===== src/rtl/pipe_hs_pkg.sv =====
package pipe_hs_pkg;

  // Per-stage handshake controls
  typedef struct packed {
    logic ce;     // load enable
    logic stall;  // holding valid content that cannot move
    logic block;  // refuses upstream content (stall or inject)
  } stage_ctl_t;

endpackage


===== src/rtl/pipe_hs_ctrl.sv =====
module pipe_hs_ctrl
  import pipe_hs_pkg::*;
(
  input  logic       my_valid,
  input  logic       up_valid,
  input  logic       dn_block,
  input  logic       inject,
  output stage_ctl_t ctl
);

  always_comb begin
    ctl.stall = my_valid & dn_block;
    ctl.block = ctl.stall | inject;
    ctl.ce    = up_valid & ~ctl.block;
  end

endmodule


===== src/rtl/pipe_hs_reg.sv =====
module pipe_hs_reg #(
  parameter int DATA_W = 16
) (
  input  logic              clk,
  input  logic              rst,
  input  logic              load,
  input  logic              hold,
  input  logic [DATA_W-1:0] up_data,
  output logic              valid_q,
  output logic [DATA_W-1:0] data_q
);

  // Valid flag: cleared by reset, frozen on hold, otherwise follows load
  always_ff @(posedge clk) begin
    if (rst)
      valid_q <= 1'b0;
    else if (!hold)
      valid_q <= load;
  end

  // Payload has no reset; written only when new content arrives
  always_ff @(posedge clk) begin
    if (load)
      data_q <= up_data;
  end

endmodule


===== src/rtl/pipe_hs_chain.sv =====
module pipe_hs_chain
  import pipe_hs_pkg::*;
#(
  parameter int N_STAGES = 5,
  parameter int DATA_W   = 16
) (
  input  logic                clk,
  input  logic                rst,
  input  logic                in_valid,
  input  logic [DATA_W-1:0]   in_data,
  output logic                in_ready,
  input  logic [N_STAGES-1:0] inj,
  input  logic                out_ready,
  output logic                out_valid,
  output logic [DATA_W-1:0]   out_data,
  output logic [N_STAGES-1:0] stage_ce,
  output logic [N_STAGES-1:0] stage_valid,
  output logic [N_STAGES-1:0] stage_stall
);

  localparam int LAST = N_STAGES - 1;

  logic [N_STAGES-1:0] vld;
  logic [N_STAGES-1:0] up_v;
  logic [N_STAGES-1:0] dn_blk;
  logic [DATA_W-1:0]   dat  [N_STAGES];
  logic [DATA_W-1:0]   up_d [N_STAGES];
  stage_ctl_t          ctl  [N_STAGES];

  for (genvar g = 0; g < N_STAGES; g++) begin : g_stage
    if (g == 0) begin : g_head
      assign up_v[g] = in_valid;
      assign up_d[g] = in_data;
    end else begin : g_body
      assign up_v[g] = vld[g-1];
      assign up_d[g] = dat[g-1];
    end

    if (g == LAST) begin : g_tail
      assign dn_blk[g] = ~out_ready;
    end else begin : g_mid
      assign dn_blk[g] = ctl[g+1].block;
    end

    pipe_hs_ctrl u_ctrl (
      .my_valid (vld[g]),
      .up_valid (up_v[g]),
      .dn_block (dn_blk[g]),
      .inject   (inj[g]),
      .ctl      (ctl[g])
    );

    pipe_hs_reg #(.DATA_W(DATA_W)) u_reg (
      .clk     (clk),
      .rst     (rst),
      .load    (ctl[g].ce),
      .hold    (ctl[g].stall),
      .up_data (up_d[g]),
      .valid_q (vld[g]),
      .data_q  (dat[g])
    );

    assign stage_ce[g]    = ctl[g].ce;
    assign stage_stall[g] = ctl[g].stall;
  end

  assign stage_valid = vld;
  assign in_ready    = ~ctl[0].block;
  assign out_valid   = vld[LAST];
  assign out_data    = dat[LAST];

endmodule


===== config.mk =====
export PLATFORM = sky130hd
export DESIGN_NAME = pipe_hs_chain
export DESIGN_NICKNAME = d
export VERILOG_FILES = /design/src/rtl/pipe_hs_pkg.sv /design/src/rtl/pipe_hs_ctrl.sv /design/src/rtl/pipe_hs_reg.sv /design/src/rtl/pipe_hs_chain.sv
export SDC_FILE = /design/constraint.sdc
export NUM_CORES = 1
export LEC_CHECK = 0
export ABC_CLOCK_PERIOD_IN_PS = 2810
export CAP_MARGIN = 30
export CELL_PAD_IN_SITES_DETAIL_PLACEMENT = 1
export CELL_PAD_IN_SITES_GLOBAL_PLACEMENT = 1
export CORE_ASPECT_RATIO = 2
export CORE_UTILIZATION = 42
export DETAILED_ROUTE_END_ITERATION = 8
export PLACE_DENSITY_LB_ADDON = 0.1
export SLEW_MARGIN = 20
export SYNTH_ARGS = -nofsm -noshare
export SYNTH_HDL_FRONTEND = slang
export SYNTH_HIERARCHICAL = 1
export SYNTH_SLANG_ARGS = --single-unit
export TNS_END_PERCENT = 1

===== constraint.sdc =====
create_clock -name clk -period 2.81 [get_ports clk]
set_input_delay 0.562 -clock clk [delete_from_list [all_inputs] [get_ports clk]]
set_output_delay 0.562 -clock clk [all_outputs]
set_load 0.01 [all_outputs]

Word-level counts from Yosys, hierarchy flattened
Cells that the tools add are included.
Cells by class
  bitwise operators: 21
Operators with widths (count)
  $and A1 B1 Y1: 10
  $not A1 Y1: 6
  $or A1 B1 Y1: 5
Word-level totals
  bits in registers: 85
  word-level logic and storage cells: 31
  output and inout bits: 33

Depth between registers and ports, before layout
Gate-level depths: netlist (run 1).
  word-level depth: 13
  depth in mapped cells: 9
  gate-level depth less buffers: 9

Hierarchy
Netlist (run 1), hierarchy kept.
By module, submodules not included
  pipe_hs_reg: cells an instance 19, instances 5, area each 514.2 µm²
  pipe_hs_ctrl: cells an instance 4, instances 5, area each 25.0 µm²
  pipe_hs_chain: cells an instance 3, instances 1, area each 15.0 µm²

Worst setup path after synthesis (run 1)
No wires, ideal clock.
  path type: in2out
  from: input out_ready
  to: output stage_ce[0]
  path slack: 0.245 ns
  data required time: 2.248 ns
  stages on the path: 7
  data arrival time: 2.003 ns
  cell sequence: inv_1 a21o_1 a21o_1 a21o_1 a21o_1 a21o_1 nor2_2
RTL lines
  start, declared: line pipe_hs_chain.sv:13  | input logic out_ready,
  end, declared: line pipe_hs_chain.sv:16  | output logic [N_STAGES-1:0] stage_ce,

==> results of run 1 <==
## kinds of logic after synthesis
logic type      count (synthesis)
mux                             5
compound gates                  5
buf+inv                         8
simple gates                   15
flops                          85
## routing by layer
| layer | vias to the layer above | routed length, um | GRT usage (%) |
|---|---|---|---|
| li1 | 604 | - | - |
| met1 | 621 | 1290 | 11.2 |
| met2 | 38 | 2610 | 25.5 |
| met3 | 6 | 160 | 5.69 |
| met4 | 0 | 87 | 7.62 |
| met5 | - | 0 | 0 |
## final cells by class
class | instances | area, um^2
clock buffer | 10 | 229
clock inverter | 6 | 40.0
fill | 585 | 2510
inverter | 7 | 26.3
multi-input combinational | 25 | 190
sequential | 85 | 2500
tap | 86 | 108
timing repair buffer | 70 | 656
## placed cells by master, fill, tap and decap left out
cell              n
clkinv_4          3
and2_2            5
nor2_2            2
dlymetal6s2s_1    2
nor2_4            3
inv_1             7
buf_4            13
mux2i_1           5
buf_6             1
a21o_1            5
buf_2             3
edfxtp_1         80
nor2_1            5
clkbuf_16         9
dfxtp_1           5
clkinv_1          1
clkbuf_1          1
clkdlybuf4s50_1  48
clkinv_2          2
dlygate4sd2_1     3
## sequential cells by signal, indices dropped and copies added, names as in the netlist
register	cells
g_stage.u_reg/valid_q	5
g_stage.u_reg/data_q	80
## worst max-delay path: stages
cell and delay (ns):
clkdlybuf4s50_1 0.40, a21o_1 0.18, a21o_1 0.19, a21o_1 0.17, a21o_1 0.20, buf_4 0.14
and2_2 0.17, buf_2 0.14
## per-stage QoR
stage	TNS, ns	total power [mW]	hold WS (ns)	cells
finish	0	2.50	0.410	289
global route	0	2.59	0.430	289
global placement	-1.50	1.49	0.400	271
floorplan	0	1.44	0.400	118
CTS	-0.329	2.53	0.415	287
detailed placement	-1.99	1.50	0.405	271
## power by group through the flow
stage / Sequential (mW) / Clock (mW) / Combinational (mW)
6_report: 1.40 / 1.03 / 0.0744
5_1_grt: 1.40 / 1.10 / 0.0804
4_1_cts: 1.40 / 1.06 / 0.0736
3_5_place_dp: 1.43 / 0 / 0.0729
3_3_place_gp: 1.42 / 0 / 0.0702
2_1_floorplan: 1.42 / 0 / 0.0176
## timing repair
action	4_1_cts	5_1_grt
gates cloned	0	0
setup endpoints to repair	7	6
resized for setup	16	9
pin swaps	0	2
buffers inserted	0	2
## final timing paths
path	from	to	slack [ns]	cells past startpoint
hold reg to reg	g_stage[1].u_reg/data_q[5]	g_stage[2].u_reg/data_q[5]	0.41	0
hold / removal	g_stage[1].u_reg/data_q[5]	g_stage[2].u_reg/data_q[5]	0.41	0
setup / recovery	inj[4]	stage_stall[0]	0.09	8
setup reg to reg	g_stage[4].u_reg/valid_q	g_stage[0].u_reg/data_q[4]	0.80	7
==> results.yml, run 1 <==
cells_and_area:
  area_growth_pct: 38.3
  drive_gt1_share_pct: 20.2
  final_net_count: 223
  diodes: 0
  stdcell_area_um2: 3750
  final_core_util_pct: 59.9
clocking:
  cts_tree: "done"
  clock_sinks: 85
  clock_latency_ns: 0.33
  h-tree-depth: 3
  clkTransAtPathRegs_ns: 0.06
  postCtsHoldBufs: 0
  clock_path_buffers: 2
  numCtsBuffers: 9
  cts_root_buffer: "clkbuf_16"
place:
  dpl_cell_area_um2: 3460
  gp_congestion: 0.658
  hpwlAfterDp_um: 3080
  port_buffers: 57
  post-place-ws_ns: -0.452
synthesis:
  synth_ff_type: "edfxtp_1"
  ys_ff_latch: 85
  netlist_area_um2: 2710
  synth_top_area_share_pct: 88.6
  synth_top_family_by_area: "simple AND/OR/NAND/NOR gates"
  synth-simple-area-share_pct: 3.23
  yosys.area.top_type: "edfxtp_1"
  seq_area_frac_synth_pct: 92.3
  synth_most_common_cell: "edfxtp_1"
  synth.mux.area_fraction_pct: 1.85
  synth_cell_types: 9
  yosys-top-cells-area: "edfxtp_1, dfxtp_1, mux2i_1, a21o_1, and2_2"
  synth_area_per_cell_um2: 23.0
  synthTopCellsByCount: "edfxtp_1, inv_1"
  synthXorXnorAreaFrac_pct: 0
  synth_edf_count: 80
  synthAdderAreaFrac_pct: 0
  synth_compound_area_share_pct: 1.38
  ys.warnings.count: 6
  synthCells: 118
  synth-async-reset-ratio_pct: 0
  synth_nets: 143
floorplanning:
  core_um2: 6260
  die_h_um: 116
  initial_core_util_pct: 43.3
  die_x_um: 58.8
  row_count: 41
  io_pins: 58
  dieArea_um2: 6800
timing:
  setup_slack_ns: 0.0886
  grt_setup_unrepaired: "false"
  min_period_over_period_pct: 96.8
  max_clock_freq_mhz: 367
  skew_ns: 0.00673
  fin_crit_ns: 2.72
  worstMarginPinSlew_ns: 0.222
  slew_headroom_pct: 85.1
  slew_viol_final: 0
  hold_viol: 0
  setup_violations: 0
setup_path:
  start_kind: "primary input"
  critPathKind: "primary input to output port"
  cp.arrival_ns: 2.16
  critPathRequiredTime_ns: 2.25
  setup.worst_path.end_class: "output port"
  crit_path_max_fanout: 2
outcome:
  status: "complete, no violations"
power:
  cellInternalPower_mw: 2.04
  seqPwrFrac_pct: 56.0
  switching_share_pct: 18.6
  clkPwrFrac_pct: 41.1
  p_comb_share_pct: 3.0
  vdd_drop_max_mv: 0.539
  power_density_nw_per_um2: 667
  p_sw_mw: 0.465
  power_leakage_nw: 1.33
route:
  routed_wl_um: 4140
  vias: 1269
  antenna_left: 0
  avgRoutedWirePerCell_um: 14.3
  drt_pass1_iterations: 3
  via_per_inst: 4.39
  drc: 0
  drt_iter0_markers: 26
global_route:
  antenna_found_initial: 0
  grtUsageTotal_pct: 13.6
  grt_first_pass_wirelength_um: 6240
  grt_max_degree: 18
  grt-ovfl-total: 0
  grt_pass1_vias: 1291
job:
  maxCapViolCount: 0
worst_hold_path:
  hp-class: "register to register"
Power figures use the tool's default switching activity.
==> inputs of run 2 (changes only) <==
--- a/config.mk
+++ b/config.mk
@@ -10,10 +10,11 @@
 export CELL_PAD_IN_SITES_DETAIL_PLACEMENT = 1
 export CELL_PAD_IN_SITES_GLOBAL_PLACEMENT = 1
 export CORE_ASPECT_RATIO = 2
+export CORE_MARGIN = 4
 export CORE_UTILIZATION = 42
 export DETAILED_ROUTE_END_ITERATION = 8
 export PLACE_DENSITY_LB_ADDON = 0.1
-export SLEW_MARGIN = 20
+export SLEW_MARGIN = 40
 export SYNTH_ARGS = -nofsm -noshare
 export SYNTH_HDL_FRONTEND = slang
 export SYNTH_HIERARCHICAL = 1
==> run 2 against run 1 <==
Against the previous run:
- first-iteration DRC count grew 46%
- global-route usage shrank 2.0 points
- flip-flop and latch count is the same
- worst setup slack lost 0.081 ns
- non-clock buffer count shrank 1
- critical endpoint is now stage_ce[0]
==> results.yml, run 2 (synthesis gave the netlist of run 1 again) <==
outcome:
  status: "complete, no violations"
power:
  switching_share_pct: 17.9
  power_density_nw_per_um2: 686
  p_comb_share_pct: 2.9
  power_leakage_nw: 1.34
  clkPwrFrac_pct: 43.1
  p_sw_mw: 0.463
  vdd_drop_max_mv: 0.469
  cellInternalPower_mw: 2.13
  seqPwrFrac_pct: 54.0
setup_path:
  cp.arrival_ns: 2.24
  path_common_cell: "a21o_1"
  critical_path_buf_inv_count: 3
  setup.worst_path.end_class: "output port"
  crit_path_max_fanout: 2
  crit_family: "compound AO/OA/AOI/OAI gates"
  start_kind: "primary input"
  path_cells: "clkdlybuf4s50_1 > inv_1 > a21o_1 > a21o_1 > a21o_1 > a21o_1 > a21o_1 > nor2_4 > buf_6"
  slowest_delay_ns: 0.46
  critPathRequiredTime_ns: 2.25
  cp_slowest_cell: "clkdlybuf4s50_1"
  critPathKind: "primary input to output port"
floorplanning:
  io_pins: 58
  dieArea_um2: 7880
  die_h_um: 122
  initial_core_util_pct: 43.0
  row_count: 41
  die_x_um: 64.8
  core_um2: 6310
clocking:
  cts_tree: "done"
  clkTransAtPathRegs_ns: 0.05
  clock_path_buffers: 2
  numCtsBuffers: 9
  clock_latency_ns: 0.33
  cts_root_buffer: "clkbuf_16"
  h-tree-depth: 3
  clock_sinks: 85
  postCtsHoldBufs: 0
timing:
  min_period_over_period_pct: 99.7
  hold_slack_ns: 0.417
  fin_crit_ns: 2.80
  grt_setup_unrepaired: "true"
  slew_headroom_pct: 85.1
  worstMarginPinSlew_ns: 0.223
  hold_viol: 0
  max_clock_freq_mhz: 357
  setup_slack_ns: 0.00790
  skew_ns: 0.00377
  setup_violations: 0
  slew_viol_final: 0
place:
  place_inst: 271
  hpwlAfterDp_um: 3090
  dpl_cell_area_um2: 3460
  port_buffers: 57
  post-place-ws_ns: -0.495
  gp_congestion: 0.663
global_route:
  antenna_found_initial: 0
  use_met3_pct: 3.51
  grt_pass1_vias: 1376
  grt_use_met2_pct: 21.1
  grt_max_degree: 18
  grtUsageTotal_pct: 11.7
  grt-ovfl-total: 0
  use_met1_pct: 10.6
  grt_first_pass_wirelength_um: 6550
  grt-busiest-layer: "met2"
cells_and_area:
  top_regs: "g_stage.u_reg/data_q (80), g_stage.u_reg/valid_q (5)"
  stdcell_area_um2: 3770
  final_cell_mix: "edfxtp_1, clkdlybuf4s50_1, buf_4"
  top_register: "g_stage.u_reg/data_q"
  largest_reg_flops: 80
  drive_gt1_share_pct: 20.3
  layout_commonest_cell: "edfxtp_1"
  diodes: 0
  final_core_util_pct: 59.8
  instances_no_fill: 288
  final_net_count: 222
  area_growth_pct: 39.2
route:
  vias: 1249
  routed_wl_um: 4010
  drt_iter0_markers: 38
  drc: 0
  drt_pass1_iterations: 3
  antenna_left: 0
  avgRoutedWirePerCell_um: 13.9
  via_per_inst: 4.34
worst_hold_path:
  hp-class: "register to register"
job:
  maxCapViolCount: 0
run 2: through the flow:
stage / total power, mW / TNS (ns)
6_report: 2.59 / 0
5_1_grt: 2.69 / -0.168
4_1_cts: 2.62 / -0.241
3_5_place_dp: 1.50 / -1.82
3_3_place_gp: 1.49 / -1.34
2_1_floorplan: 1.44 / 0
run 2: path summary, 6_finish.rpt:
check                        startpoint                          end  slack (ns)  cells past startpoint
max                           out_ready                  stage_ce[0]       0.008                      9
min          g_stage[3].u_reg/data_q[1]   g_stage[4].u_reg/data_q[1]        0.42                      0
max reg2reg    g_stage[4].u_reg/valid_q  g_stage[0].u_reg/data_q[10]        0.74                      8
min reg2reg  g_stage[3].u_reg/data_q[1]   g_stage[4].u_reg/data_q[1]        0.42                      0
run 2: worst reg2reg max path, cell delays in order, from the launching register on:
cell,delay [ns]
dfxtp_1,0.34
a21o_1,0.20
a21o_1,0.17
a21o_1,0.18
a21o_1,0.18
a21o_1,0.20
nor2_4,0.15
buf_4,0.12
buf_4,0.22
run 2: area by class of cell:
type	instances	area [um^2]
Inverter	7	26.3
Sequential cell	85	2500
Timing Repair Buffer	69	662
Fill cell	557	2530
Multi-Input combinational cell	25	185
Clock inverter	6	62.6
Tap cell	86	108
Clock buffer	10	229
run 2: power by group through the flow:
stage	Sequential [mW]	Combinational (mW)	Clock, mW
floorplan	1.42	0.0176	0
global placement	1.42	0.0698	0
detailed placement	1.43	0.0731	0
CTS	1.40	0.0731	1.15
global route	1.40	0.0800	1.21
finish	1.40	0.0739	1.12
run 2: layer usage:
| metal | part of all wire [%] | vias up |
|---|---|---|
| li1 | - | 600 |
| met1 | 31 | 604 |
| met2 | 61 | 38 |
| met3 | 4.8 | 7 |
| met4 | 2.6 | 0 |
| met5 | 0 | - |
run 2: what timing repair did:
item	in CTS	in global routing
pin swaps	0	1
resized for setup	16	7
setup endpoints to repair	6	6
cloned	0	0
buffers inserted	0	1
